[src/rtl/bdl_pkg.sv]
package bdl_pkg;

   localparam int LEN_BITS = 16;

   typedef enum logic [2:0] {
      SQ_IDLE,
      SQ_FETCH,
      SQ_XFER,
      SQ_HALT,
      SQ_DRAIN
   } seq_state_e;

   typedef enum logic [2:0] {
      FT_IDLE,
      FT_REQ_LO,
      FT_WAIT_LO,
      FT_REQ_HI,
      FT_WAIT_HI
   } fetch_state_e;

   typedef struct packed {
      logic buf_done;
      logic last_done;
      logic at_last;
      logic halted;
   } chan_status_t;

endpackage

[src/rtl/bdl_fetch.sv]
module bdl_fetch
   import bdl_pkg::*;
#(
   parameter int ADDR_W = 32,
   parameter int IDX_W  = 5
) (
   input  logic                clk,
   input  logic                rst_n,
   input  logic                start,
   input  logic [ADDR_W-1:0]   base,
   input  logic [IDX_W-1:0]    idx,
   output logic                mem_req,
   output logic [ADDR_W-1:0]   mem_addr,
   input  logic                mem_rdy,
   input  logic                mem_rvalid,
   input  logic [31:0]         mem_rdata,
   output logic                busy,
   output logic                done,
   output logic [ADDR_W-1:0]   d_addr,
   output logic [LEN_BITS-1:0] d_len,
   output logic                d_ioc,
   output logic                d_bup
);

   localparam int ENTRY_SHIFT = 3;
   localparam logic [ADDR_W-1:0] HI_OFS = ADDR_W'(4);
   localparam logic [ADDR_W-1:0] ALIGN_MASK = ~ADDR_W'(3);

   generate
      if (ADDR_W < IDX_W + ENTRY_SHIFT || ADDR_W > 32) begin : g_bad_addr_w
         $error("bdl_fetch: ADDR_W must cover the ring and fit a 32-bit word");
      end
   endgenerate

   fetch_state_e          st;
   logic [ADDR_W-1:0]     entry_q;
   logic [31:0]           lo_q;

   always_ff @(posedge clk or negedge rst_n) begin
      if (!rst_n) begin
         st      <= FT_IDLE;
         entry_q <= '0;
         lo_q    <= '0;
      end else begin
         case (st)
            FT_IDLE: if (start) begin
               entry_q <= base + (ADDR_W'(idx) << ENTRY_SHIFT);
               st      <= FT_REQ_LO;
            end
            FT_REQ_LO:  if (mem_rdy) st <= FT_WAIT_LO;
            FT_WAIT_LO: if (mem_rvalid) begin
               lo_q <= mem_rdata;
               st   <= FT_REQ_HI;
            end
            FT_REQ_HI:  if (mem_rdy) st <= FT_WAIT_HI;
            FT_WAIT_HI: if (mem_rvalid) st <= FT_IDLE;
            default:    st <= FT_IDLE;
         endcase
      end
   end

   assign mem_req  = (st == FT_REQ_LO) || (st == FT_REQ_HI);
   assign mem_addr = (st == FT_REQ_HI) ? entry_q + HI_OFS : entry_q;
   assign busy     = (st != FT_IDLE);
   assign done     = (st == FT_WAIT_HI) && mem_rvalid;
   assign d_addr   = ADDR_W'(lo_q) & ALIGN_MASK;
   assign d_len    = mem_rdata[LEN_BITS-1:0];
   assign d_ioc    = mem_rdata[31];
   assign d_bup    = mem_rdata[30];

endmodule

[src/rtl/bdl_countdown.sv]
module bdl_countdown
   import bdl_pkg::*;
#(
   parameter int XB_W = 16
) (
   input  logic                clk,
   input  logic                rst_n,
   input  logic                load,
   input  logic [LEN_BITS-1:0] load_val,
   input  logic                take,
   input  logic [XB_W-1:0]     bytes,
   output logic [LEN_BITS-1:0] remaining,
   output logic                empties
);

   localparam int CMP_W = (LEN_BITS > XB_W) ? LEN_BITS : XB_W;

   generate
      if (XB_W < 2) begin : g_bad_xb_w
         $error("bdl_countdown: XB_W must be at least 2");
      end
   endgenerate

   logic [LEN_BITS-1:0] rem_q;
   logic [XB_W-1:0]     smp;
   logic [CMP_W-1:0]    rem_x;
   logic [CMP_W-1:0]    smp_x;
   logic                covers;

   assign smp     = bytes >> 1;
   assign rem_x   = CMP_W'(rem_q);
   assign smp_x   = CMP_W'(smp);
   assign covers  = smp_x >= rem_x;
   assign empties = take && (rem_q != '0) && covers;

   always_ff @(posedge clk or negedge rst_n) begin
      if (!rst_n) begin
         rem_q <= '0;
      end else if (load) begin
         rem_q <= load_val;
      end else if (take) begin
         rem_q <= covers ? '0 : rem_q - LEN_BITS'(smp_x);
      end
   end

   assign remaining = rem_q;

endmodule

[src/rtl/bdl_fill.sv]
module bdl_fill #(
   parameter bit PLAYBACK = 1'b1,
   parameter int SMP_W    = 32
) (
   input  logic             clk,
   input  logic             rst_n,
   input  logic             capture,
   input  logic [SMP_W-1:0] sample_in,
   input  logic             pol_set,
   input  logic             pol_val,
   input  logic             active,
   output logic             fill_valid,
   output logic [SMP_W-1:0] fill_sample
);

   generate
      if (PLAYBACK) begin : g_play
         logic [SMP_W-1:0] last_q;
         logic             pol_q;

         always_ff @(posedge clk or negedge rst_n) begin
            if (!rst_n) begin
               last_q <= '0;
               pol_q  <= 1'b0;
            end else begin
               if (capture) last_q <= sample_in;
               if (pol_set) pol_q  <= pol_val;
            end
         end

         assign fill_valid  = active;
         assign fill_sample = (active && pol_q) ? last_q : '0;
      end else begin : g_capture_only
         logic unused_fill;
         assign unused_fill = ^{clk, rst_n, capture, sample_in, pol_set, pol_val, active};
         assign fill_valid  = 1'b0;
         assign fill_sample = '0;
      end
   endgenerate

endmodule

[src/rtl/bdl_sequencer.sv]
module bdl_sequencer
   import bdl_pkg::*;
#(
   parameter int ADDR_W   = 32,
   parameter int IDX_W    = 5,
   parameter int XB_W     = 16,
   parameter int SMP_W    = 32,
   parameter bit PLAYBACK = 1'b1
) (
   input  logic              clk,
   input  logic              rst_n,
   input  logic              run,
   input  logic [ADDR_W-1:0] base_addr,
   input  logic [IDX_W-1:0]  last_idx,
   input  logic              last_idx_wr,
   output logic              mem_req,
   output logic [ADDR_W-1:0] mem_addr,
   input  logic              mem_rdy,
   input  logic              mem_rvalid,
   input  logic [31:0]       mem_rdata,
   input  logic              xfer_valid,
   input  logic [XB_W-1:0]   xfer_bytes,
   input  logic [SMP_W-1:0]  xfer_sample,
   output logic              xfer_ok,
   output logic [ADDR_W-1:0] buf_addr,
   output logic [15:0]       remaining,
   output logic [IDX_W-1:0]  cur_idx,
   output logic [IDX_W-1:0]  pre_idx,
   output logic              halted,
   output logic              at_last,
   output logic              sts_upd,
   output logic [3:0]        sts_val,
   output logic              fill_valid,
   output logic [SMP_W-1:0]  fill_sample
);

   localparam logic [IDX_W-1:0] IDX_STEP = IDX_W'(1);

   generate
      if (IDX_W < 1 || IDX_W > 8) begin : g_bad_idx_w
         $error("bdl_sequencer: IDX_W out of range");
      end
      if (SMP_W < 1) begin : g_bad_smp_w
         $error("bdl_sequencer: SMP_W must be positive");
      end
   endgenerate

   seq_state_e            st;
   logic [IDX_W-1:0]      cur_q;
   logic [IDX_W-1:0]      pre_q;
   logic                  halted_q;
   logic                  at_last_q;
   logic                  ioc_q;
   logic                  bup_q;
   logic [ADDR_W-1:0]     baddr_q;
   logic                  kick_q;
   logic                  upd_q;
   chan_status_t          sts_q;

   logic                  f_busy;
   logic                  f_done;
   logic [ADDR_W-1:0]     d_addr;
   logic [LEN_BITS-1:0]   d_len;
   logic                  d_ioc;
   logic                  d_bup;

   logic                  take;
   logic                  empties;
   logic                  load;
   logic                  on_last;
   logic                  pol_set;
   logic                  fill_on;

   assign take    = (st == SQ_XFER) && run && xfer_valid;
   assign load    = (st == SQ_FETCH) && run && f_done && (d_len != '0);
   assign on_last = (cur_q == last_idx);
   assign pol_set = (st == SQ_XFER) && empties && on_last;
   assign fill_on = (st == SQ_HALT) && halted_q && run;

   bdl_fetch #(
      .ADDR_W (ADDR_W),
      .IDX_W  (IDX_W)
   ) u_fetch (
      .clk        (clk),
      .rst_n      (rst_n),
      .start      (kick_q),
      .base       (base_addr),
      .idx        (cur_q),
      .mem_req    (mem_req),
      .mem_addr   (mem_addr),
      .mem_rdy    (mem_rdy),
      .mem_rvalid (mem_rvalid),
      .mem_rdata  (mem_rdata),
      .busy       (f_busy),
      .done       (f_done),
      .d_addr     (d_addr),
      .d_len      (d_len),
      .d_ioc      (d_ioc),
      .d_bup      (d_bup)
   );

   bdl_countdown #(
      .XB_W (XB_W)
   ) u_count (
      .clk       (clk),
      .rst_n     (rst_n),
      .load      (load),
      .load_val  (d_len),
      .take      (take),
      .bytes     (xfer_bytes),
      .remaining (remaining),
      .empties   (empties)
   );

   bdl_fill #(
      .PLAYBACK (PLAYBACK),
      .SMP_W    (SMP_W)
   ) u_fill (
      .clk         (clk),
      .rst_n       (rst_n),
      .capture     (take),
      .sample_in   (xfer_sample),
      .pol_set     (pol_set),
      .pol_val     (bup_q),
      .active      (fill_on),
      .fill_valid  (fill_valid),
      .fill_sample (fill_sample)
   );

   always_ff @(posedge clk or negedge rst_n) begin
      if (!rst_n) begin
         st        <= SQ_IDLE;
         cur_q     <= '0;
         pre_q     <= IDX_STEP;
         halted_q  <= 1'b1;
         at_last_q <= 1'b0;
         ioc_q     <= 1'b0;
         bup_q     <= 1'b0;
         baddr_q   <= '0;
         kick_q    <= 1'b0;
         upd_q     <= 1'b0;
         sts_q     <= '0;
      end else begin
         kick_q <= 1'b0;
         upd_q  <= 1'b0;
         case (st)
            SQ_IDLE: begin
               if (run && !f_busy) begin
                  halted_q  <= 1'b0;
                  at_last_q <= 1'b0;
                  kick_q    <= 1'b1;
                  st        <= SQ_FETCH;
               end
            end
            SQ_FETCH: begin
               if (!run) begin
                  st <= SQ_DRAIN;
               end else if (f_done) begin
                  if (d_len == '0) begin
                     if (on_last) begin
                        halted_q <= 1'b1;
                        upd_q    <= 1'b1;
                        sts_q    <= '{buf_done: 1'b0, last_done: 1'b0,
                                     at_last: at_last_q, halted: 1'b1};
                        st       <= SQ_HALT;
                     end else begin
                        cur_q  <= pre_q;
                        pre_q  <= pre_q + IDX_STEP;
                        kick_q <= 1'b1;
                     end
                  end else begin
                     baddr_q <= d_addr;
                     ioc_q   <= d_ioc;
                     bup_q   <= d_bup;
                     st      <= SQ_XFER;
                  end
               end
            end
            SQ_XFER: begin
               if (!run) begin
                  st <= SQ_IDLE;
               end else if (empties) begin
                  upd_q <= 1'b1;
                  if (on_last) begin
                     halted_q  <= 1'b1;
                     at_last_q <= 1'b1;
                     sts_q     <= '{buf_done: ioc_q, last_done: 1'b1,
                                    at_last: 1'b1, halted: 1'b1};
                     st        <= SQ_HALT;
                  end else begin
                     at_last_q <= 1'b0;
                     sts_q     <= '{buf_done: ioc_q, last_done: 1'b0,
                                    at_last: 1'b0, halted: 1'b0};
                     cur_q     <= pre_q;
                     pre_q     <= pre_q + IDX_STEP;
                     kick_q    <= 1'b1;
                     st        <= SQ_FETCH;
                  end
               end
            end
            SQ_HALT: begin
               if (!run) begin
                  st <= SQ_IDLE;
               end else if (last_idx_wr) begin
                  cur_q     <= pre_q;
                  pre_q     <= pre_q + IDX_STEP;
                  halted_q  <= 1'b0;
                  at_last_q <= 1'b0;
                  kick_q    <= 1'b1;
                  st        <= SQ_FETCH;
               end
            end
            SQ_DRAIN: begin
               if (!f_busy) st <= SQ_IDLE;
            end
            default: st <= SQ_IDLE;
         endcase
      end
   end

   assign xfer_ok  = (st == SQ_XFER);
   assign buf_addr = baddr_q;
   assign cur_idx  = cur_q;
   assign pre_idx  = pre_q;
   assign halted   = halted_q;
   assign at_last  = at_last_q;
   assign sts_upd  = upd_q;
   assign sts_val  = sts_q;

endmodule

[config.mk]
export PLATFORM = sky130hd
export DESIGN_NAME = bdl_sequencer
export DESIGN_NICKNAME = d
export VERILOG_FILES = /design/src/rtl/bdl_pkg.sv /design/src/rtl/bdl_fetch.sv /design/src/rtl/bdl_countdown.sv /design/src/rtl/bdl_fill.sv /design/src/rtl/bdl_sequencer.sv
export SDC_FILE = /design/constraint.sdc
export NUM_CORES = 1
export LEC_CHECK = 0
export BUFFER_PORTS_ARGS = -buffer_cell sky130_fd_sc_hd__buf_4
export CAP_MARGIN = 20
export CORE_ASPECT_RATIO = 2
export CORE_MARGIN = 1.5
export CORE_UTILIZATION = 40
export DETAILED_ROUTE_END_ITERATION = 16
export PLACE_DENSITY = 0.78
export SYNTH_ARGS = -nofsm -noshare
export SYNTH_HDL_FRONTEND = slang
export SYNTH_SLANG_ARGS = --single-unit
[constraint.sdc]
create_clock -name clk -period 2.3 [get_ports clk]
set_input_delay 0.23 -clock clk [delete_from_list [all_inputs] [get_ports clk]]
set_output_delay 0.23 -clock clk [all_outputs]
set_load 0.05 [all_outputs]
==> results.md, run 1 <==
* Outcome: finished, violations left
* Violated checks: negative setup slack
* PwrDens at 1180 nW/um^2
* Final Hold Vio Count at 0
* Worst Skew at slightly above 8 ps
* Die Ht at roughly 210 um
* Final period utilization at 113%
* Tightest Hold Check Type: in2reg
* Setup TNS at -5010 ps
* Cell Area, Placed at roughly 12,000 um^2
* Largest family of logic cells by synthesized area: simple AND/OR/NAND/NOR gates
* Htree depth at 4
* CP Capture Type: output pin
* Worst setup margin at -291 ps
* #FFs+latches synth at around 170
* Pleak at 6.91 nW
* Mean Syn Cell Area at just under 10 um^2
* R2r setup slk at -180 ps
* Total grt overflow at 0
* Pin count of the biggest net entering global routing at 65
* Via density at ~5.3
* Post-synthesis sequential area ratio at a little under half
* Setup-failing EPs final at 35
* Layout cells sized above 1 at a little under half
* Simple-Gate Fraction of Synth Area at roughly a fifth
* Die area at about 23,000 um^2
* Initial core utilization at around two fifths
* Met2 WL at between 15,000 and 20,000 um
* Max-Cap Viols at 0
* Tmin final at roughly 2600 ps
* Nets@finish at roughly 1,500
* First-pass GRT wire length at roughly 46,000 um
* Wirelength, routed at ~30,000 um
* CTS tree: done
* Top FF cell, synth: dfrtp_1
* Crit-path slowest cell: dfrtp_1
* R2R Path Start: u_count.remaining[0]
* Fillers at about 1,700
* Synthesized-area fraction occupied by xor and xnor cells at 7.74%
* Arrival time worst endpoint at between 2000 and 2500 ps
* Final instance area at roughly 14,000 um^2
* Number of clock buffers inserted by TritonCTS at 17
* Worst path required time at ~2100 ps
* Max Slew Vio Count at 0
* Library cells used by synthesis at 60
* Worst relative slew slack at between 30% and 40%
* FF-to-FF End: cur_idx[0]
* Asr flop ratio synth at 100%
* Worst-Margin Slew at ~960 ps
* Most common cell after layout, fill and taps aside: buf_4
* RSZ-0062 raised after global routing: yes
* Top routing layer used: met4
* Max stage delay on crit path at 380 ps
* WP buf/inv at 2
* Mux cell area share after synthesis at a little under a tenth
* Crit path kind: reg2out
* Iteration-0 DRC Markers at 511
* Compound-Gate Fraction of Synth Area at 9.09%
* Post-Synth Adder-Cell Area at under 10%
* Routed WL per cell at 18.6 um
* Detailed Place HPWL at ~21,000 um
* Ys Warns at 0
* Die Wd at approximately 110 um
* Clk_lat worst skew at ~440 ps
* Via Count at roughly 8,500
* I/O Buffers at 252
* Worst path top cell family by delay: simple AND/OR/NAND/NOR gates
* Critical Path Source Type: flip-flop
* Setup crit end: mem_addr[28]
* Most frequent CP cell: nand4_1
* Gpl congestion at just over 0.9
* R2R cell count at 12
* # DRC at 0
* Final hold slack at ~17 ps
* Row count at 77
* Mapped Cells at 930
* Post-place setup slack at -190 ps
* Initial antenna violation count at 1
* CP Max Fanout at 4
* Antenna viol nets, final at 0
* Synthesized area at about 8900 um^2
* F_max at 386 MHz
* Met1 WL at slightly below 10,000 um
* Number of flops mapped to enable cells by yosys at 0
* Clk slew on worst S/H paths at 70 ps
* Tot GR Track Use at 25.7%
* CP cell instances: and4_4 -> and3_4 -> nand4_1 -> buf_4 -> nor2_4 -> nand4_1 -> xnor2_2 -> buf_6
* Max Root-Sink Buffers at 2
* CORE AREA at ~22,000 um^2
* CP startpoint: u_fetch.entry_q[13]
* DR WL met3 at between 1500 and 2000 um
* WP depth at 8
* Drt pass-1 iters at 5
* Clk root buf: clkbuf_16
* Most frequent cells in the layout: buf_4, nand2_1, dfrtp_1
* Number of global-route vias before repair at ~9,000
* Peak supply drop at just over 900 uV
* CTS sink cnt at between 150 and 200
* Area Growth Syn to Fin at 56.1%
* Pwr Total at roughly 16 mW
* I/O pin total at ~260
cell usage after synthesis (all sizes together) (2+ instances only):
master | number | area [um^2]
a211oi | 5 | 37.5
a21o | 5 | 37.5
a21oi | 24 | 131
a22oi | 2 | 15.0
a31oi | 4 | 25.0
and2 | 6 | 37.5
and3 | 50 | 313
and4 | 6 | 52.6
buf | 15 | 85.1
clkbuf | 30 | 113
dfrtp | 165 | 4130
dfstp | 2 | 52.6
fa | 2 | 40.0
ha | 22 | 275
inv | 34 | 128
mux2 | 71 | 800
nand2 | 208 | 783
nand2b | 5 | 31.3
nand3 | 27 | 135
nand4 | 19 | 119
nor2 | 39 | 149
nor2b | 7 | 43.8
nor3 | 4 | 20.0
nor3b | 3 | 27.5
nor4 | 9 | 56.3
o21a | 5 | 37.5
o21ai | 44 | 220
o221ai | 14 | 123
o31ai | 3 | 27.5
xnor2 | 45 | 394
xor2 | 34 | 298
flip-flops by register name, indices dropped and copies added (netlist names):
signal	count
at_last	1
buf_addr	30
bup_q	1
cur_idx	5
halted	1
ioc_q	1
kick_q	1
pre_idx	5
st	3
sts_upd	1
sts_val	4
u_count.remaining	16
u_fetch.entry_q	32
u_fetch.lo_q	30
u_fetch.st	3
u_fill.g_play.last_q	32
u_fill.g_play.pol_q	1
cells by family after synthesis:
family          after synthesis
other cells                   1
compound gates              121
fa+ha+maj                    24
buf+inv                      79
flops                       167
xor+xnor                     79
simple gates                387
mux                          72
worst min-delay path by stage:
stage                  startpoint              endpoint  slack (ps)  cells after the start
global route        mem_rdata[25]      u_fetch.lo_q[25]           5                      2
global placement            rst_n   u_fetch.entry_q[12]         210                      1
finish               mem_rdata[0]  u_count.remaining[0]          20                      3
CTS                 mem_rdata[19]      u_fetch.lo_q[19]           2                      2
detailed placement          rst_n   u_fetch.entry_q[12]         220                      1
floorplan                   rst_n               at_last         -70                      0
metal layers:
metal | up-vias | track usage, %
li1 | 3950 | -
met2 | 325 | 47.4
met5 | - | 0
met4 | 0 | 15.2
met1 | 4099 | 25.0
met3 | 96 | 6.26
area by class of cell:
| class | instances | area [um^2] | area share, % |
|---|---|---|---|
| Multi-Input combinational cell | 685 | 5200 | 37.2 |
| Tap cell | 276 | 345 | 2.47 |
| Clock inverter | 10 | 120 | 0.860 |
| Inverter | 34 | 128 | 0.914 |
| Antenna cell | 1 | 2.50 | 0.0179 |
| Sequential cell | 167 | 4200 | 30.1 |
| Timing Repair Buffer | 411 | 3490 | 25.0 |
| Clock buffer | 22 | 474 | 3.40 |
power breakdown:
part,switching (mW),total [mW],leakage [nW],internal [mW]
Sequential,0.920,5.04,2.12,4.12
Combinational,4.94,8.51,4.50,3.56
Clock,1.23,2.92,0.287,1.69
repair_timing:
action | 4_1_cts | 5_1_grt
resized for setup | 80 | 64
buffers inserted | 17 | 10
cloned | 1 | 1
endpoints found under the setup margin | 76 | 104
pin swaps | 34 | 40
hold buffers | 39 | 0
hold endpoints to repair | 85 | 0
worst reg2reg max path: cells and delay by family (launching register included):
family	cells	cell delay, ps
flip-flops	1	410
buffers and inverters	3	270
adder cells (fa/ha/maj)	2	460
AO/OA/AOI/OAI	4	670
AND/OR/NAND/NOR	2	240
multiplexers	1	310
stage by stage:
stage | util, % | instances
final | 63.3 | 1606
after global placement | 55.3 | 1508
after detailed placement | 55.3 | 1508
after CTS | 61.8 | 1597
after global routing | 63.3 | 1606
after floorplan | - | 931
Power figures use the tool's default switching activity.
==> run 2: changes to the inputs <==
CORE_UTILIZATION = 48   (was 40)
CTS_CLUSTER_DIAMETER = 30   (was not set)
PLACE_DENSITY = 0.89   (was 0.78)
==> results.md, run 2 (synthesis results as in run 1) <==
* Outcome: finished, violations left (unchanged)
* Violated checks: negative setup slack (unchanged)
* Hold path endpoint: u_fill.g_play.last_q[16] (was u_count.remaining[0])
* Die Wd at 99.5 um (was 109 um)
* Worst Skew at 11.3 ps (was 8.19 ps)
* Initial core utilization at 48.9% (was 40.5%)
* Top flop regs: u_fetch.entry_q (32), u_fill.g_play.last_q (32) (unchanged)
* Layout cells sized above 1 at 48.6% (was 45.2%)
* FF-to-FF End: pre_idx[1] (was cur_idx[0])
* Tightest Hold Check Type: in2reg (unchanged)
* Max Slew Vio Count at 0 (unchanged)
* RSZ-0062 raised after global routing: yes (unchanged)
* Setup TNS at -6740 ps (was -5010 ps)
* R2R cell count at 12 (unchanged)
* I/O pin total at 256 (unchanged)
* Routed WL per cell at 20.8 um (was 18.6 um)
* # DRC at 0 (unchanged)
* First-pass GRT wire length at 46,300 um (was 45,700 um)
* Worst setup margin at -309 ps (was -291 ps)
* Clk slew on worst S/H paths at 70 ps (about the same)
* Iteration-0 DRC Markers at 592 (was 511)
* Worst-Margin Slew at 854 ps (was 964 ps)
* Pwr Total at 16.7 mW (was 16.5 mW)
* Drt pass-1 iters at 5 (unchanged)
* Cell Area, Placed at 12,100 um^2 (was 12,200 um^2)
* Htree depth at 4 (unchanged)
* PwrDens at 1200 nW/um^2 (was 1180 nW/um^2)
* Crit path kind: reg2out (unchanged)
* Detailed Place HPWL at 21,300 um (was 21,200 um)
* Worst relative slew slack at 43.1% (was 35.7%)
* Non-Filler Instances at 1,536 (was 1,606)
* Pleak at 6.95 nW (was 6.91 nW)
* Number of clock buffers inserted by TritonCTS at 17 (unchanged)
* CTS sink cnt at 167 (unchanged)
* Total grt overflow at 0 (unchanged)
* Worst path required time at 2070 ps (about the same)
* Max-Cap Viols at 0 (unchanged)
* Post-route core utilization at 76.3% (was 63.3%)
* Final instance area at 14,000 um^2 (about the same)
* Final period utilization at 113% (about the same)
* Nets@finish at 1,455 (was 1,464)
* Gpl congestion at 0.971 (was 0.917)
* Final hold slack at 11.8 ps (was 16.9 ps)
* Via density at 5.83 (was 5.27)
* CP Capture Type: output pin (unchanged)
* Fillers at 1,054 (was 1,701)
* Hold path depth at 3 (unchanged)
* CORE AREA at 18,300 um^2 (was 22,100 um^2)
* Via Count at 8,948 (was 8,470)
* Tot GR Track Use at 30.6% (was 25.7%)
* Tmin final at 2610 ps (was 2590 ps)
* Hold path start: xfer_sample[16] (was mem_rdata[0])
* Setup-failing EPs final at 54 (was 35)
* Die Ht at 196 um (was 214 um)
* Die area at 19,500 um^2 (was 23,300 um^2)
* R2R Path Start: u_count.remaining[0] (unchanged)
* Cell total after placement at 1,449 (was 1,508)
* Antenna viol nets, final at 0 (unchanged)
* Most frequent cells in the layout: buf_4, nand2_1, dfrtp_1 (unchanged)
* Post-place setup slack at -145 ps (was -190 ps)
* F_max at 383 MHz (was 386 MHz)
* Area Growth Syn to Fin at 56.3% (was 56.1%)
* Number of global-route vias before repair at 9,382 (was 8,963)
* R2r setup slk at -160 ps (was -180 ps)
* Wirelength, routed at 31,900 um (was 29,800 um)
* CP Max Fanout at 4 (unchanged)
* Antenna diodes at 0 (was 1)
* I/O Buffers at 252 (unchanged)
* Clk_lat worst skew at 430 ps (was 440 ps)
* Pin count of the biggest net entering global routing at 60 (was 65)
* CTS tree: done (unchanged)
* Final Hold Vio Count at 0 (unchanged)
* Most common cell after layout, fill and taps aside: buf_4 (unchanged)
* Arrival time worst endpoint at 2380 ps (was 2360 ps)
* Peak supply drop at 884 uV (was 930 uV)
* Initial antenna violation count at 0 (was 1)
* Clk root buf: clkbuf_16 (unchanged)
* Max Root-Sink Buffers at 2 (unchanged)
* Row count at 70 (was 77)
* Critical Path Source Type: flip-flop (unchanged)
run 2: worst max-delay path, cell delays in order (launching register included):
cell,delay (ps)
dfrtp_1,380
and3b_2,270
and4_4,230
and2_4,170
buf_12,110
and3_4,220
nand4_1,140
xnor2_2,240
buf_6,190
run 2: area by class of cell:
| cell class | count | area (um^2) | share of cell area (%) |
|---|---|---|---|
| Tap cell | 216 | 270 | 1.93 |
| Multi-Input combinational cell | 685 | 5410 | 38.7 |
| Inverter | 34 | 128 | 0.913 |
| Clock inverter | 14 | 116 | 0.833 |
| Timing Repair Buffer | 402 | 3410 | 24.4 |
| Sequential cell | 167 | 4200 | 30.1 |
| Clock buffer | 18 | 439 | 3.14 |
run 2: power by group:
part	total [mW]	switching (mW)	internal, mW
Sequential	5.10	0.976	4.12
Clock	2.74	1.30	1.44
Combinational	8.91	5.25	3.66
Total	16.7	7.53	9.22
run 2: timing repair:
action / CTS / global route
gates resized for setup: 84 / 105
endpoints found under the hold margin: 76 / 0
gates cloned: 1 / 0
buffers inserted: 24 / 13
pin swaps: 32 / 40
hold buffers: 23 / 0
setup endpoints to repair: 74 / 76
run 2: how the worst max path moves through the flow:
stage | slack (ps) | depth (start not counted) | end | start
final | -310 | 8 | mem_addr[15] | u_fetch.st[2]
after global routing | -370 | 8 | mem_addr[15] | u_fetch.st[2]
after CTS | -250 | 9 | mem_addr[31] | u_fetch.st[2]
after detailed placement | -150 | 9 | sts_val[3] | u_count.remaining[9]
after global placement | -110 | 9 | cur_idx[0] | u_count.remaining[9]
after floorplan | -290 | 12 | cur_idx[0] | u_count.remaining[0]
run 2: routing by layer:
layer  routed length [um]  part of all wire (%)  track usage, %
met1                10100                    32            29.5
met2                17600                    55            57.5
met3                 1940                   6.1            6.23
met4                 2260                   7.1            19.2
met5                    0                     0               0
